<file path="config.mk">
export PLATFORM = sky130hd
export DESIGN_NAME = instr_aligner
export DESIGN_NICKNAME = d
export VERILOG_FILES = /design/src/rtl/aligner_pkg.sv /design/src/rtl/aligner_len_classify.sv /design/src/rtl/aligner_hw_buffer.sv /design/src/rtl/aligner_fill_fsm.sv /design/src/rtl/instr_aligner.sv
export SDC_FILE = /design/constraint.sdc
export NUM_CORES = 1
export LEC_CHECK = 0
export BUFFER_PORTS_ARGS = -buffer_cell sky130_fd_sc_hd__buf_4
export CORE_MARGIN = 2
export CORE_UTILIZATION = 50
export CTS_BUF_LIST = sky130_fd_sc_hd__clkbuf_8 sky130_fd_sc_hd__clkbuf_16
export CTS_CLUSTER_SIZE = 24
export DETAILED_ROUTE_END_ITERATION = 7
export GPL_TIMING_DRIVEN = 0
export PLACE_DENSITY = 0.75
export SLEW_MARGIN = 25
export SYNTH_ARGS = -nofsm -noshare
export SYNTH_HDL_FRONTEND = slang
export SYNTH_SLANG_ARGS = --single-unit
</file>
<file path="constraint.sdc">
create_clock -name clk -period 4.6 [get_ports clk]
set_clock_uncertainty 0.15 [all_clocks]
set_input_delay 0.69 -clock clk [delete_from_list [all_inputs] [get_ports clk]]
set_output_delay 0.69 -clock clk [all_outputs]
set_load 0.1 [all_outputs]
</file>
<file path="src/rtl/aligner_pkg.sv">
package aligner_pkg;

    // Fill level of the halfword buffer; ST_SKIP is empty with the next
    // lower halfword to be dropped.
    typedef enum logic [2:0] {
        ST_EMPTY = 3'd0,
        ST_SKIP  = 3'd1,
        ST_ONE   = 3'd2,
        ST_TWO   = 3'd3,
        ST_THREE = 3'd4
    } fill_state_e;

    localparam int BEAT_HW = 2;             // halfwords per fetch beat
    localparam int SLOTS   = BEAT_HW + 1;   // leftover + one full beat

endpackage

</file>
<file path="src/rtl/aligner_len_classify.sv">
// Length classification from the five top bits of a leading halfword.
module aligner_len_classify (
    input  logic [4:0] code,
    output logic       is_long,
    output logic       is_short_br
);
    logic prefix_hit;

    always_comb begin
        prefix_hit  = (code[4:2] == 3'b111);
        is_long     = prefix_hit && (code[1:0] != 2'b00);
        is_short_br = prefix_hit && (code[1:0] == 2'b00);
    end
endmodule

</file>
<file path="src/rtl/aligner_hw_buffer.sv">
// Shift-down halfword store: pop from the head, append behind the survivors.
module aligner_hw_buffer #(
    parameter int HALF_W = 16,
    parameter int SLOTS  = 3,
    parameter int IDX_W  = 2
) (
    input  logic                clk,
    input  logic                rst_n,
    input  logic                clear,
    input  logic [1:0]          pop,
    input  logic                wr_en,
    input  logic [IDX_W-1:0]    wr_idx,
    input  logic                wr_two,
    input  logic [2*HALF_W-1:0] wr_data,
    output logic [HALF_W-1:0]   head,
    output logic [HALF_W-1:0]   second
);
    logic [SLOTS-1:0][HALF_W-1:0] slot_q;
    logic [SLOTS-1:0][HALF_W-1:0] slot_d;

    for (genvar i = 0; i < SLOTS; i++) begin : g_slot
        logic [HALF_W-1:0] nv;
        always_comb begin
            nv = '0;
            for (int s = 0; s < SLOTS; s++) begin
                if (s == i + int'(pop)) nv = slot_q[s];
            end
            if (wr_en && int'(wr_idx) == i)
                nv = wr_two ? wr_data[HALF_W-1:0] : wr_data[2*HALF_W-1:HALF_W];
            if (wr_en && wr_two && int'(wr_idx) + 1 == i)
                nv = wr_data[2*HALF_W-1:HALF_W];
        end
        assign slot_d[i] = nv;
    end

    always_ff @(posedge clk or negedge rst_n) begin
        if (!rst_n)     slot_q <= '0;
        else if (clear) slot_q <= '0;
        else            slot_q <= slot_d;
    end

    assign head   = slot_q[0];
    assign second = slot_q[1];
endmodule

</file>
<file path="src/rtl/aligner_fill_fsm.sv">
// Fill-level controller: handshakes, pop/push amounts, flush handling.
module aligner_fill_fsm
    import aligner_pkg::*;
#(
    parameter int IDX_W = 2
) (
    input  logic             clk,
    input  logic             rst_n,
    input  logic             flush,
    input  logic             flush_odd,
    input  logic             in_valid,
    input  logic             out_ready,
    input  logic             head_is_long,
    output logic             in_ready,
    output logic             out_valid,
    output logic [1:0]       pop,
    output logic             wr_en,
    output logic [IDX_W-1:0] wr_idx,
    output logic             wr_two,
    output logic             clear
);
    fill_state_e state_q, state_d;
    logic [2:0]  cnt;
    logic [2:0]  push;
    logic [2:0]  fill_next;
    logic        fire;
    logic        accept;

    // State register
    always_ff @(posedge clk or negedge rst_n) begin
        if (!rst_n) state_q <= ST_EMPTY;
        else        state_q <= state_d;
    end

    // Occupancy implied by the state
    always_comb begin
        unique case (state_q)
            ST_EMPTY, ST_SKIP: cnt = 3'd0;
            ST_ONE:            cnt = 3'd1;
            ST_TWO:            cnt = 3'd2;
            ST_THREE:          cnt = 3'd3;
            default:           cnt = 3'd0;
        endcase
    end

    // Outputs and datapath controls
    always_comb begin
        out_valid = !flush && ((cnt >= 3'd2) || (cnt == 3'd1 && !head_is_long));
        fire      = out_valid && out_ready;
        pop       = fire ? (head_is_long ? 2'd2 : 2'd1) : 2'd0;
        in_ready  = (state_q == ST_EMPTY) || (state_q == ST_SKIP) || (state_q == ST_ONE);
        accept    = in_valid && in_ready && !flush;
        wr_en     = accept;
        wr_two    = (state_q != ST_SKIP);
        push      = accept ? (wr_two ? 3'd2 : 3'd1) : 3'd0;
        wr_idx    = IDX_W'(cnt - {1'b0, pop});
        clear     = flush;
    end

    // Next state: flush, else load / issue / load+issue / hold by new level
    always_comb begin
        fill_next = cnt - {1'b0, pop} + push;
        state_d   = state_q;
        if (flush) begin
            state_d = flush_odd ? ST_SKIP : ST_EMPTY;
        end else begin
            unique case (fill_next)
                3'd0:    state_d = (state_q == ST_SKIP) ? ST_SKIP : ST_EMPTY;
                3'd1:    state_d = ST_ONE;
                3'd2:    state_d = ST_TWO;
                3'd3:    state_d = ST_THREE;
                default: state_d = ST_EMPTY;
            endcase
        end
    end
endmodule

</file>
<file path="src/rtl/instr_aligner.sv">
module instr_aligner
    import aligner_pkg::*;
#(
    parameter int HALF_W = 16
) (
    input  logic                clk,
    input  logic                rst_n,
    input  logic                flush,
    input  logic                flush_odd,
    input  logic                in_valid,
    output logic                in_ready,
    input  logic [2*HALF_W-1:0] in_beat,
    output logic                out_valid,
    input  logic                out_ready,
    output logic [2*HALF_W-1:0] out_instr,
    output logic                out_is32,
    output logic                out_short_br
);
    localparam int IDX_W = $clog2(SLOTS + 1);

    logic [HALF_W-1:0] head, second;
    logic              head_long, head_sbr;
    logic [1:0]        pop;
    logic              wr_en, wr_two, clear;
    logic [IDX_W-1:0]  wr_idx;

    aligner_len_classify u_cls (
        .code        (head[HALF_W-1 -: 5]),
        .is_long     (head_long),
        .is_short_br (head_sbr)
    );

    aligner_fill_fsm #(.IDX_W(IDX_W)) u_fsm (
        .clk          (clk),
        .rst_n        (rst_n),
        .flush        (flush),
        .flush_odd    (flush_odd),
        .in_valid     (in_valid),
        .out_ready    (out_ready),
        .head_is_long (head_long),
        .in_ready     (in_ready),
        .out_valid    (out_valid),
        .pop          (pop),
        .wr_en        (wr_en),
        .wr_idx       (wr_idx),
        .wr_two       (wr_two),
        .clear        (clear)
    );

    aligner_hw_buffer #(.HALF_W(HALF_W), .SLOTS(SLOTS), .IDX_W(IDX_W)) u_buf (
        .clk     (clk),
        .rst_n   (rst_n),
        .clear   (clear),
        .pop     (pop),
        .wr_en   (wr_en),
        .wr_idx  (wr_idx),
        .wr_two  (wr_two),
        .wr_data (in_beat),
        .head    (head),
        .second  (second)
    );

    always_comb begin
        out_is32     = out_valid && head_long;
        out_short_br = out_valid && head_sbr;
        if (!out_valid)     out_instr = '0;
        else if (head_long) out_instr = {head, second};
        else                out_instr = {{HALF_W{1'b0}}, head};
    end
endmodule

</file>
Word-level counts from Yosys, hierarchy flattened:

Index checks and enable logic that the tools add are counted.

* logic and storage cells: 91
* output and inout port bits: 36
* bits in registers: 51
* bits of input ports: 38

* magnitude comparators: 1
* reductions and logical operators: 30
* equality and inequality tests: 23
* muxes and demuxes: 28
* add/sub/neg operators: 5

Operators by type and width (number)
* 2-to-1 mux 16 bit: 16
* logical NOT 32 bit: 4
* == test 2 x 32 -> 1 bit (first input constant): 2
* == test 3 x 32 -> 1 bit (first input constant): 2
* 2-to-1 mux 32 bit: 2
* 2-to-1 mux 48 bit: 1
* == test 32 x 2 -> 1 bit (second input constant): 1
* == test 32 x 3 -> 1 bit (second input constant): 1
* logical AND 1 bit: 16
* == test 3 x 2 -> 1 bit (second input constant): 4
* case mux 3 bit (4 select lines): 1
* == test 3 x 1 -> 1 bit (second input constant): 2
* == test 3 bit (second input constant): 2
* logical NOT 3 bit: 2
* 2-to-1 mux 2 bit: 3
* 2-to-1 mux 3 bit: 2
* != test 6 bit (second input constant): 1
* case mux 2 bit (3 select lines): 1
* != test 5 bit (second input constant): 1
* == test 2 bit (first input constant): 2
* == test 2 bit (second input constant): 2
* logical NOT 2 bit: 2
* != test 4 bit (second input constant): 1
* adder 1 x 2 -> 3 bit (first input constant): 1
* other kinds (11): 15

Logic depth before layout (Yosys ltp):

Gate-level depths: netlist of the first run.

* depth after elaboration: 16
* gate-level depth with buffers: 14
* depth with buffers taken out: 11

Hierarchy:

From an unflattened synthesis of the first run, not the netlist that was laid out.

* cell total of the unflattened synthesis: 402
* area total of the unflattened synthesis: 3935.0 um^2

By module, submodules not included
* aligner_hw_buffer: sequential area each 1201.2 um^2, cells each 304, area an instance 3136.8 um^2, instances 1
* instr_aligner: sequential area each 0.0 um^2, cells each 57, area an instance 437.9 um^2, instances 1
* aligner_fill_fsm: sequential area each 75.1 um^2, cells each 37, area an instance 332.8 um^2, instances 1
* aligner_len_classify: sequential area each 0.0 um^2, cells each 4, area an instance 27.5 um^2, instances 1

Least setup slack after synthesis of the first run:

Ideal clock, no wire load.

* kind: input port to output port
* start: input flush
* end: output out_short_br
* arrival: 3.923 ns
* setup slack: -0.163 ns
* buffers on the path: 1
* cell stages on the path: 4
* cell sequence: buf_2 > inv_1 > o21ai_2 > nor4_1

* longest elaborated chain between the ends: 3

RTL lines
* from (decl): line instr_aligner.sv:8 `input logic flush,`
* logical NOT 1 bit: line aligner_fill_fsm.sv:48 `out_valid = !flush && ((cnt >= 3'd2) || (cnt == 3'd1 && !head_is_long));`
* logical AND 1 bit: line aligner_fill_fsm.sv:48
* logical AND 1 bit: line instr_aligner.sv:65 `out_short_br = out_valid && head_sbr;`
* to (decl): line instr_aligner.sv:17 `output logic out_short_br`

Every way passes these cells.

Final worst setup path of the first run:

* start: register u_buf.slot_q, in the netlist u_buf.head[14]
* end: register u_buf.slot_q, in the netlist u_buf.second[11]

* longest elaborated chain between the ends: 16
* elaborated cells on any way between the ends: 26

RTL lines
* from (decl): line aligner_hw_buffer.sv:18 `logic [SLOTS-1:0][HALF_W-1:0] slot_q;`
* from (signal assigned): line aligner_hw_buffer.sv:39 `else slot_q <= slot_d;`
* == test 3 bit *: line aligner_len_classify.sv:10 `prefix_hit = (code[4:2] == 3'b111);`
* logical AND 1 bit *: line aligner_len_classify.sv:11 `is_long = prefix_hit && (code[1:0] != 2'b00);`
* logical NOT 1 bit: line aligner_fill_fsm.sv:48
* logical AND 1 bit: line aligner_fill_fsm.sv:48
* logical OR 1 bit: line aligner_fill_fsm.sv:48
* logical AND 1 bit: line aligner_fill_fsm.sv:48
* logical AND 1 bit: line aligner_fill_fsm.sv:49 `fire = out_valid && out_ready;`
* 2-to-1 mux 2 bit *: line aligner_fill_fsm.sv:50 `pop = fire ? (head_is_long ? 2'd2 : 2'd1) : 2'd0;`
* adder 1 x 2 -> 3 bit: line aligner_hw_buffer.sv:26 `if (s == i + int'(pop)) nv = slot_q[s];`
* logical NOT 32 bit: line aligner_hw_buffer.sv:26
* 2-to-1 mux 16 bit (3 in series): line aligner_hw_buffer.sv:26
* 2-to-1 mux 16 bit: line aligner_hw_buffer.sv:28 `if (wr_en && int'(wr_idx) == i)`
* 2-to-1 mux 16 bit: line aligner_hw_buffer.sv:30 `if (wr_en && wr_two && int'(wr_idx) + 1 == i)`
* 2-to-1 mux 48 bit: line aligner_hw_buffer.sv:38 `else if (clear) slot_q <= '0;`

Every way passes the cells marked *; elsewhere a longest branch is shown, timed or not. The select of a mux whose other input is x is not followed.
A chain may end at the register's enable or synchronous reset.

==> impl_metrics.env, run 1 <==
export IMPL_status="finished, final reports clean"
export IMPL_post_route_cells_drive_above_1_share_pct=25.9
export IMPL_detailroute_via_count=3565
export IMPL_p_leak_nw=1.98
export IMPL_post_drt_via_cell_ratio=6.24
export IMPL_pin_count_of_the_biggest_net_entering_global_routing=52
export IMPL_std_cell_rows=30
export IMPL_initial_antenna_violation_count=0
export IMPL_first_pass_grt_wire_length_um=18100
export IMPL_synth_ff_latch_count=51
export IMPL_cts_hold_repair_buffers=0
export IMPL_dp_cells=564
export IMPL_io_pin_count=74
export IMPL_worst_ir_drop_vdd_uv=200
export IMPL_timing_critical_path_required_ps=4620
export IMPL_dr_drc_count=0
export IMPL_globalRouteOverflowTotal=0
export IMPL_die_area_sq_um=7900
export IMPL_synthesis_yosys_warnings=0
export IMPL_first_pass_iteration_count_of_the_detailed_router=5
export IMPL_synthesis_instances=396
export IMPL_timing_final_crit_share_pct=89.1
export IMPL_worst_slew_pin_transition_ps=729
export IMPL_route_detailed_wl_per_inst_um=19.8
export IMPL_finalHoldViolations=0
export IMPL_grt_pass1_vias=3633
export IMPL_crit_arrival_ps=4120
export IMPL_cts_buffers_inserted=5
export IMPL_insertion_delay_ps=310
export IMPL_initialDrtViolationCount=254
export IMPL_area_growth_syn_to_layout_pct=20.9
export IMPL_final_setup_viol_count=0
export IMPL_cts_setup_buffers=0
export IMPL_width_of_the_die_um=88.9
export IMPL_place_congestion=0.943
export IMPL_reg2reg_from="u_buf.head[14]$_DFFE_PN0P_"
export IMPL_clk_transition_reported_paths_ps=100
export IMPL_fin_setup_tns_ps=0
export IMPL_fp_coreArea_sq_um=6870
export IMPL_final_nets=517
export IMPL_multiInputGateArea_sq_um=2120
export IMPL_max_freq_ghz=0.244
export IMPL_count_of_unique_library_cells_instantiated_by_yosys=51
export IMPL_globalRouteTotalUtil_pct=30.4
export IMPL_synthDominantAreaCellType="sky130_fd_sc_hd__dfrtp_1"
export IMPL_clock_sinks=51
export IMPL_max_slew_margin_pct=51.4
export IMPL_finish_cell_count_without_fillers=571
export IMPL_total_wirelength_of_the_detailed_routed_design_um=11300
export IMPL_tritoncts="done"
export IMPL_syn_nets=438
export IMPL_sequential_cell_area_sq_um=1280
export IMPL_detail_route_antenna_nets=0
export IMPL_synthesis_area_per_instance_sq_um=9.10
export IMPL_critPathLaunch="u_buf.head[14]$_DFFE_PN0P_"
export IMPL_shortest_period_the_worst_path_allows_ps=4100
export IMPL_clockBufferDepth=2
export IMPL_cts_root_buf="sky130_fd_sc_hd__clkbuf_8"
export IMPL_y_dimension_of_the_die_um=88.9
export IMPL_syn_area_sq_um=3600
export IMPL_portion_of_the_post_synthesis_area_used_by_sequential_elements_pct=35.4
export IMPL_worst_setup_path_end_kind="flip-flop"
export IMPL_setup_slack_ps=501
export IMPL_fillerInstances=608
export IMPL_synth_top_cells_by_area="sky130_fd_sc_hd__dfrtp_1, sky130_fd_sc_hd__mux2i_1, sky130_fd_sc_hd__o2bb2ai_1"
export IMPL_crit_path_class="reg2reg"
export IMPL_cts_repair_resized=0
export IMPL_drv_max_cap_violation_count=0
export IMPL_setup_repair_after_global_routing_missed_its_margin="no"
export IMPL_timing_critical_path_from_type="flip-flop"
export IMPL_power_density_nw_per_um2=418
export IMPL_initial_cell_density_of_the_core_pct=52.4
export IMPL_synth_top_area_share_pct=35.4
export IMPL_number_of_port_buffers=72
export IMPL_place_hpwl_um=7830
export IMPL_slew_viol_final=0
export IMPL_min_path_type="in2async"
export IMPL_crit_fanout=10
export IMPL_placement_setup_worst_slack_ps=591
export IMPL_cts_htree_levels=2
export IMPL_antenna_diodes=0
==> logic make-up after synthesis <==
logic type	Yosys count	synth area share (%)
XOR/XNOR	2	0.486
flip-flops	51	35.4
AND/OR/NAND/NOR	127	17.9
buffers and inverters	37	5.90
AO/OA/AOI/OAI	143	29.6
adder cells (fa/ha/maj)	4	1.81
multiplexers	32	8.89
==> worst max-delay path, cell delays in order, from the launching register on <==
cell and delay [ps]:
sky130_fd_sc_hd__dfrtp_1 450, sky130_fd_sc_hd__nand3_1 140, sky130_fd_sc_hd__nor2_1 470, sky130_fd_sc_hd__nand2b_4 130, sky130_fd_sc_hd__nor2_2 370, sky130_fd_sc_hd__buf_4 280
sky130_fd_sc_hd__fa_1 520, sky130_fd_sc_hd__and4bb_2 310, sky130_fd_sc_hd__nand2_1 260, sky130_fd_sc_hd__clkbuf_1 500, sky130_fd_sc_hd__a21oi_1 100, sky130_fd_sc_hd__a21oi_1 190
sky130_fd_sc_hd__o31ai_2 90
==> report_power, final <==
part / leakage (nW) / total (mW) / switching [mW] / internal, mW
registers: 0.692 / 0.649 / 0.101 / 0.548
logic: 1.24 / 0.898 / 0.559 / 0.340
clock network: 0.0470 / 0.274 / 0.155 / 0.119
total: 1.98 / 1.82 / 0.815 / 1.01
==> layout make-up <==
cell class | instances | share of cell area, %
multi-input cells | 308 | 48.7
flip-flops and latches | 51 | 29.3
repair buffers | 72 | 12.4
plain buffers | 32 | 4.45
well taps | 96 | 2.76
clock buffers | 6 | 1.90
inverters | 5 | 0.431
clock inverters | 1 | 0.115
==> through the flow <==
stage	power, mW	util [%]	hold slack, ps	instance area [sq um]
5_1_grt	1.92	63.4	303	4360
3_5_place_dp	1.54	62.1	349	4270
2_1_floorplan	1.29	-	244	3610
6_report	1.82	63.4	255	4360
4_1_cts	1.81	63.4	291	4360
3_3_place_gp	1.51	62.1	333	4270
==> path summary, 6_finish.rpt <==
path	to	slack, ps	cells past startpoint
max	u_buf.second[11]$_DFFE_PN0P_	500	12
min	u_buf.head[4]$_DFFE_PN0P_	260	1
max reg2reg	u_buf.second[11]$_DFFE_PN0P_	500	12
min reg2reg	u_buf.second[2]$_DFFE_PN0P_	370	2
max in group asynchronous	u_buf.head[2]$_DFFE_PN0P_	3580	1
min in group clk	u_buf.second[2]$_DFFE_PN0P_	370	2
==> cell usage in the layout, fill, tap and decap left out, drive strengths merged, types with 3 or more instances in the layout <==
master and n:
buf 94, nand2 62, dfrtp 51, a21oi 49, mux2i 32, o2bb2ai 32
nor2 29, o21ai 23, a221o 16, clkbuf 16, o31ai 16, and2 13
inv 5, nand2b 4, and3 3, nor2b 3, nand3 3
==> registers in the layout, indices dropped and copies added, names as in the netlist <==
register       count
u_buf.slot_q      16
u_buf.head        16
u_buf.second      16
u_fsm.state_q      3
==> Yosys cell counts, drive strengths merged <==
cell type / n
xor2: 1
nor4: 1
xnor2: 1
o211ai: 1
mux2i: 32
nor2: 29
nor4b: 2
buf: 22
nor3: 1
a2111oi: 1
ha: 2
o31ai: 16
nor2b: 3
dfrtp: 51
nand3: 3
inv: 5
o21ai: 23
fa: 2
clkbuf: 10
a221o: 16
o2bb2ai: 32
o21a: 1
and3: 3
and4bb: 1
nand2b: 4
a21o: 1
and2: 13
nand4b: 1
or3: 1
o21bai: 1
o2111ai: 2
nand2: 62
nor3b: 2
a21oi: 49
or3b: 1
==> layer usage <==
layer | GRT usage [%] | wire length (um) | vias to the layer above
li1 | - | - | 1610
met1 | 38.9 | 4580 | 1732
met2 | 49.9 | 5430 | 198
met3 | 6.16 | 1010 | 25
met4 | 13.1 | 267 | 0
met5 | 0 | 0 | -
Note: power is estimated with default switching activity, not from simulation.
==> run 2: changes to the inputs <==
--- a/config.mk
+++ b/config.mk
@@ -5,7 +5,9 @@
 export SDC_FILE = /design/constraint.sdc
 export NUM_CORES = 1
 export LEC_CHECK = 0
+export ABC_AREA = 1
 export BUFFER_PORTS_ARGS = -buffer_cell sky130_fd_sc_hd__buf_4
+export CORE_ASPECT_RATIO = 1.25
 export CORE_MARGIN = 2
 export CORE_UTILIZATION = 50
 export CTS_BUF_LIST = sky130_fd_sc_hd__clkbuf_8 sky130_fd_sc_hd__clkbuf_16
==> run 2 against run 1 <==
Core utilization down 0.66 points. Non-clock buffer count fell by 2. Die area grew 0.98%. Largest power group unchanged. Highest routed layer unchanged.
==> impl_metrics.env, run 2 <==
export IMPL_pin_count_of_the_biggest_net_entering_global_routing=52
export IMPL_drv_max_cap_violation_count=0
export IMPL_crit_fanout=10
export IMPL_timing_final_crit_share_pct=83.2
export IMPL_detailroute_via_count=3792
export IMPL_dp_cells=718
export IMPL_max_freq_ghz=0.261
export IMPL_die_area_sq_um=7980
export IMPL_final_util_pct=62.8
export IMPL_cts_setup_buffers=0
export IMPL_slew_viol_final=0
export IMPL_crit_path_class="reg2reg"
export IMPL_max_stage_delay_ps=710
export IMPL_worst_setup_path_end_kind="flip-flop"
export IMPL_initial_cell_density_of_the_core_pct=51.8
export IMPL_clk_transition_reported_paths_ps=100
export IMPL_cts_hold_repair_buffers=0
export IMPL_crit_arrival_ps=3870
export IMPL_route_detailed_wl_per_inst_um=14.6
export IMPL_cp_slowest_cell="sky130_fd_sc_hd__fa_1"
export IMPL_cts_repair_resized=0
export IMPL_timing_critical_path_from_type="flip-flop"
export IMPL_initialDrtViolationCount=261
export IMPL_synthesis_instances=556
export IMPL_cts_buffers_inserted=5
export IMPL_shortest_period_the_worst_path_allows_ps=3830
export IMPL_syn_area_sq_um=3640
export IMPL_synthesis_yosys_warnings=0
export IMPL_first_pass_iteration_count_of_the_detailed_router=6
export IMPL_placed_area_sq_um=4290
export IMPL_post_route_cells_drive_above_1_share_pct=19.5
export IMPL_synth_most_common_cell="sky130_fd_sc_hd__nand2_1"
export IMPL_post_drt_via_cell_ratio=5.22
export IMPL_cts_htree_levels=2
export IMPL_ys_async_sr_fraction_pct=100
export IMPL_first_pass_grt_wire_length_um=17800
export IMPL_dr_drc_count=0
export IMPL_number_of_port_buffers=72
export IMPL_placement_setup_worst_slack_ps=780
export IMPL_place_congestion=0.909
export IMPL_tritoncts="done"
export IMPL_worst_slew_pin_transition_ps=646
export IMPL_globalRouteOverflowTotal=0
export IMPL_hold_ws_ps=233
export IMPL_worst_ir_drop_vdd_uv=295
export IMPL_status="finished, final reports clean"
export IMPL_edff_count_synth=0
export IMPL_std_cell_rows=34
export IMPL_total_wirelength_of_the_detailed_routed_design_um=10600
export IMPL_min_path_type="in2async"
export IMPL_syn_nets=598
export IMPL_antenna_diodes=0
export IMPL_timing_critical_path_required_ps=4640
export IMPL_fin_setup_tns_ps=0
export IMPL_detail_route_antenna_nets=0
export IMPL_synthesis_area_per_instance_sq_um=6.54
export IMPL_finish_cell_count_without_fillers=726
export IMPL_fp_coreArea_sq_um=7020
export IMPL_width_of_the_die_um=80.3
export IMPL_globalRouteTotalUtil_pct=28.5
export IMPL_final_setup_viol_count=0
export IMPL_setup_slack_ps=774
export IMPL_place_hpwl_um=8570
export IMPL_timing_critical_path_mode_cell="sky130_fd_sc_hd__nand2_2"
export IMPL_synth_ff_latch_count=51
export IMPL_clock_sinks=51
export IMPL_synthDominantAreaCellType="sky130_fd_sc_hd__dfrtp_1"
export IMPL_crit_chain="nand2_1, nor2_1, nand2_2, nand2_1, nand2_1, nand2_2, nor2_8, nand2_2, buf_6, inv_1, ha_1, fa_1, nand3_4, inv_2, nand2_2, nand3_2, buf_2, o22ai_1"
export IMPL_synthTopCellsByCount="sky130_fd_sc_hd__nand2_1, sky130_fd_sc_hd__inv_1, sky130_fd_sc_hd__nor2_1, sky130_fd_sc_hd__dfrtp_1, sky130_fd_sc_hd__o21ai_0"
export IMPL_clockBufferDepth=2
export IMPL_synth_top_area_share_pct=35.1
export IMPL_post_layout_total_power_mw=2.34
export IMPL_finalHoldViolations=0
export IMPL_grt_pass1_vias=3604
export IMPL_layout_cells_most_common_list="sky130_fd_sc_hd__nand2_1, sky130_fd_sc_hd__buf_4, sky130_fd_sc_hd__inv_1, sky130_fd_sc_hd__nor2_1, sky130_fd_sc_hd__dfrtp_1"
export IMPL_area_growth_syn_to_layout_pct=21.1
export IMPL_portion_of_the_post_synthesis_area_used_by_sequential_elements_pct=35.1
export IMPL_initial_antenna_violation_count=0
export IMPL_count_of_unique_library_cells_instantiated_by_yosys=31
export IMPL_fillerInstances=691
export IMPL_synth_top_cells_by_area="sky130_fd_sc_hd__dfrtp_1, sky130_fd_sc_hd__nand2_1, sky130_fd_sc_hd__inv_1"
export IMPL_p_leak_nw=2.24
export IMPL_io_pin_count=74
export IMPL_setup_repair_after_global_routing_missed_its_margin="no"
export IMPL_power_density_nw_per_um2=530
export IMPL_synthFlopType="sky130_fd_sc_hd__dfrtp_1"
export IMPL_y_dimension_of_the_die_um=99.4
export IMPL_max_slew_margin_pct=56.9
export IMPL_final_nets=677
export IMPL_final_design_area_no_fill_sq_um=4410
export IMPL_insertion_delay_ps=320
export IMPL_final_common_cell="sky130_fd_sc_hd__nand2_1"
export IMPL_cts_root_buf="sky130_fd_sc_hd__clkbuf_8"
[run 2: cell count changes in the layout (fill, tap and decap cells not counted), sizes merged, moves of 13 or more]
cell     before  now
nor2         29   57
o31ai        16    1
nand2        62  168
a221o        16    0
mux2i        32    0
o2bb2ai      32    0
a211oi        0   13
nand4         0   16
o21ai        23   59
a21oi        49   28
nand3         3   35
and2         13    0
inv           5   72
[run 2: worst paths after layout]
path / start / endpoint / slack (ps) / cells past startpoint
setup / recovery: u_buf.head[14]$_DFFE_PN0P_ / u_buf.slot_q[38]$_DFFE_PN0P_ / 770 / 18
hold / removal: rst_n / u_fsm.state_q[0]$_DFF_PN0_ / 230 / 1
setup reg to reg: u_buf.head[14]$_DFFE_PN0P_ / u_buf.slot_q[38]$_DFFE_PN0P_ / 770 / 18
hold reg to reg: u_buf.head[0]$_DFFE_PN0P_ / u_buf.head[0]$_DFFE_PN0P_ / 340 / 2
max in group asynchronous: rst_n / u_buf.head[8]$_DFFE_PN0P_ / 3630 / 1
min in group clk: u_buf.head[0]$_DFFE_PN0P_ / u_buf.head[0]$_DFFE_PN0P_ / 340 / 2
[run 2: cell type report]
class                      instances  area (sq um)  share of cell area [%]
sequential                        51          1280                    29.0
clock buffer                       5          68.8                    1.56
clock inverter                     3          46.3                    1.05
timing repair buffer              72           541                    12.3
buffer                            30           144                    3.27
multi-input combinational        404          1950                    44.3
inverter                          71           267                    6.05
tap                               90           113                    2.56
[run 2: kinds of logic after synthesis]
kind of cell | Yosys count | share of synthesized area, %
buffers and inverters | 101 | 11.3
XOR/XNOR | 1 | 0.241
AND/OR/NAND/NOR | 289 | 35.1
AO/OA/AOI/OAI | 110 | 16.5
adder cells (fa/ha/maj) | 4 | 1.79
flip-flops | 51 | 35.1
[run 2: critical path: cells and delay by family, from the launching register on]
family	cells	cell delay, ps
adders and majority gates	2	920
AOI/OAI and AO/OA	1	110
and+or+nand+nor	11	1480
buffers and inverters	4	650
DFF	1	380
[run 2: layer usage]
layer,wire length (um),global-route usage [%],vias up
li1,-,-,1945
met1,5010,41.7,1690
met2,4820,45.0,141
met3,566,3.63,16
met4,183,7.04,0
met5,0,0,-
[run 2: report_power, final]
| group | internal (mW) | switching [mW] | total [mW] |
|---|---|---|---|
| Sequential | 0.615 | 0.137 | 0.753 |
| Clock | 0.164 | 0.163 | 0.327 |
| Combinational | 0.366 | 0.891 | 1.26 |
| Total | 1.15 | 1.19 | 2.34 |
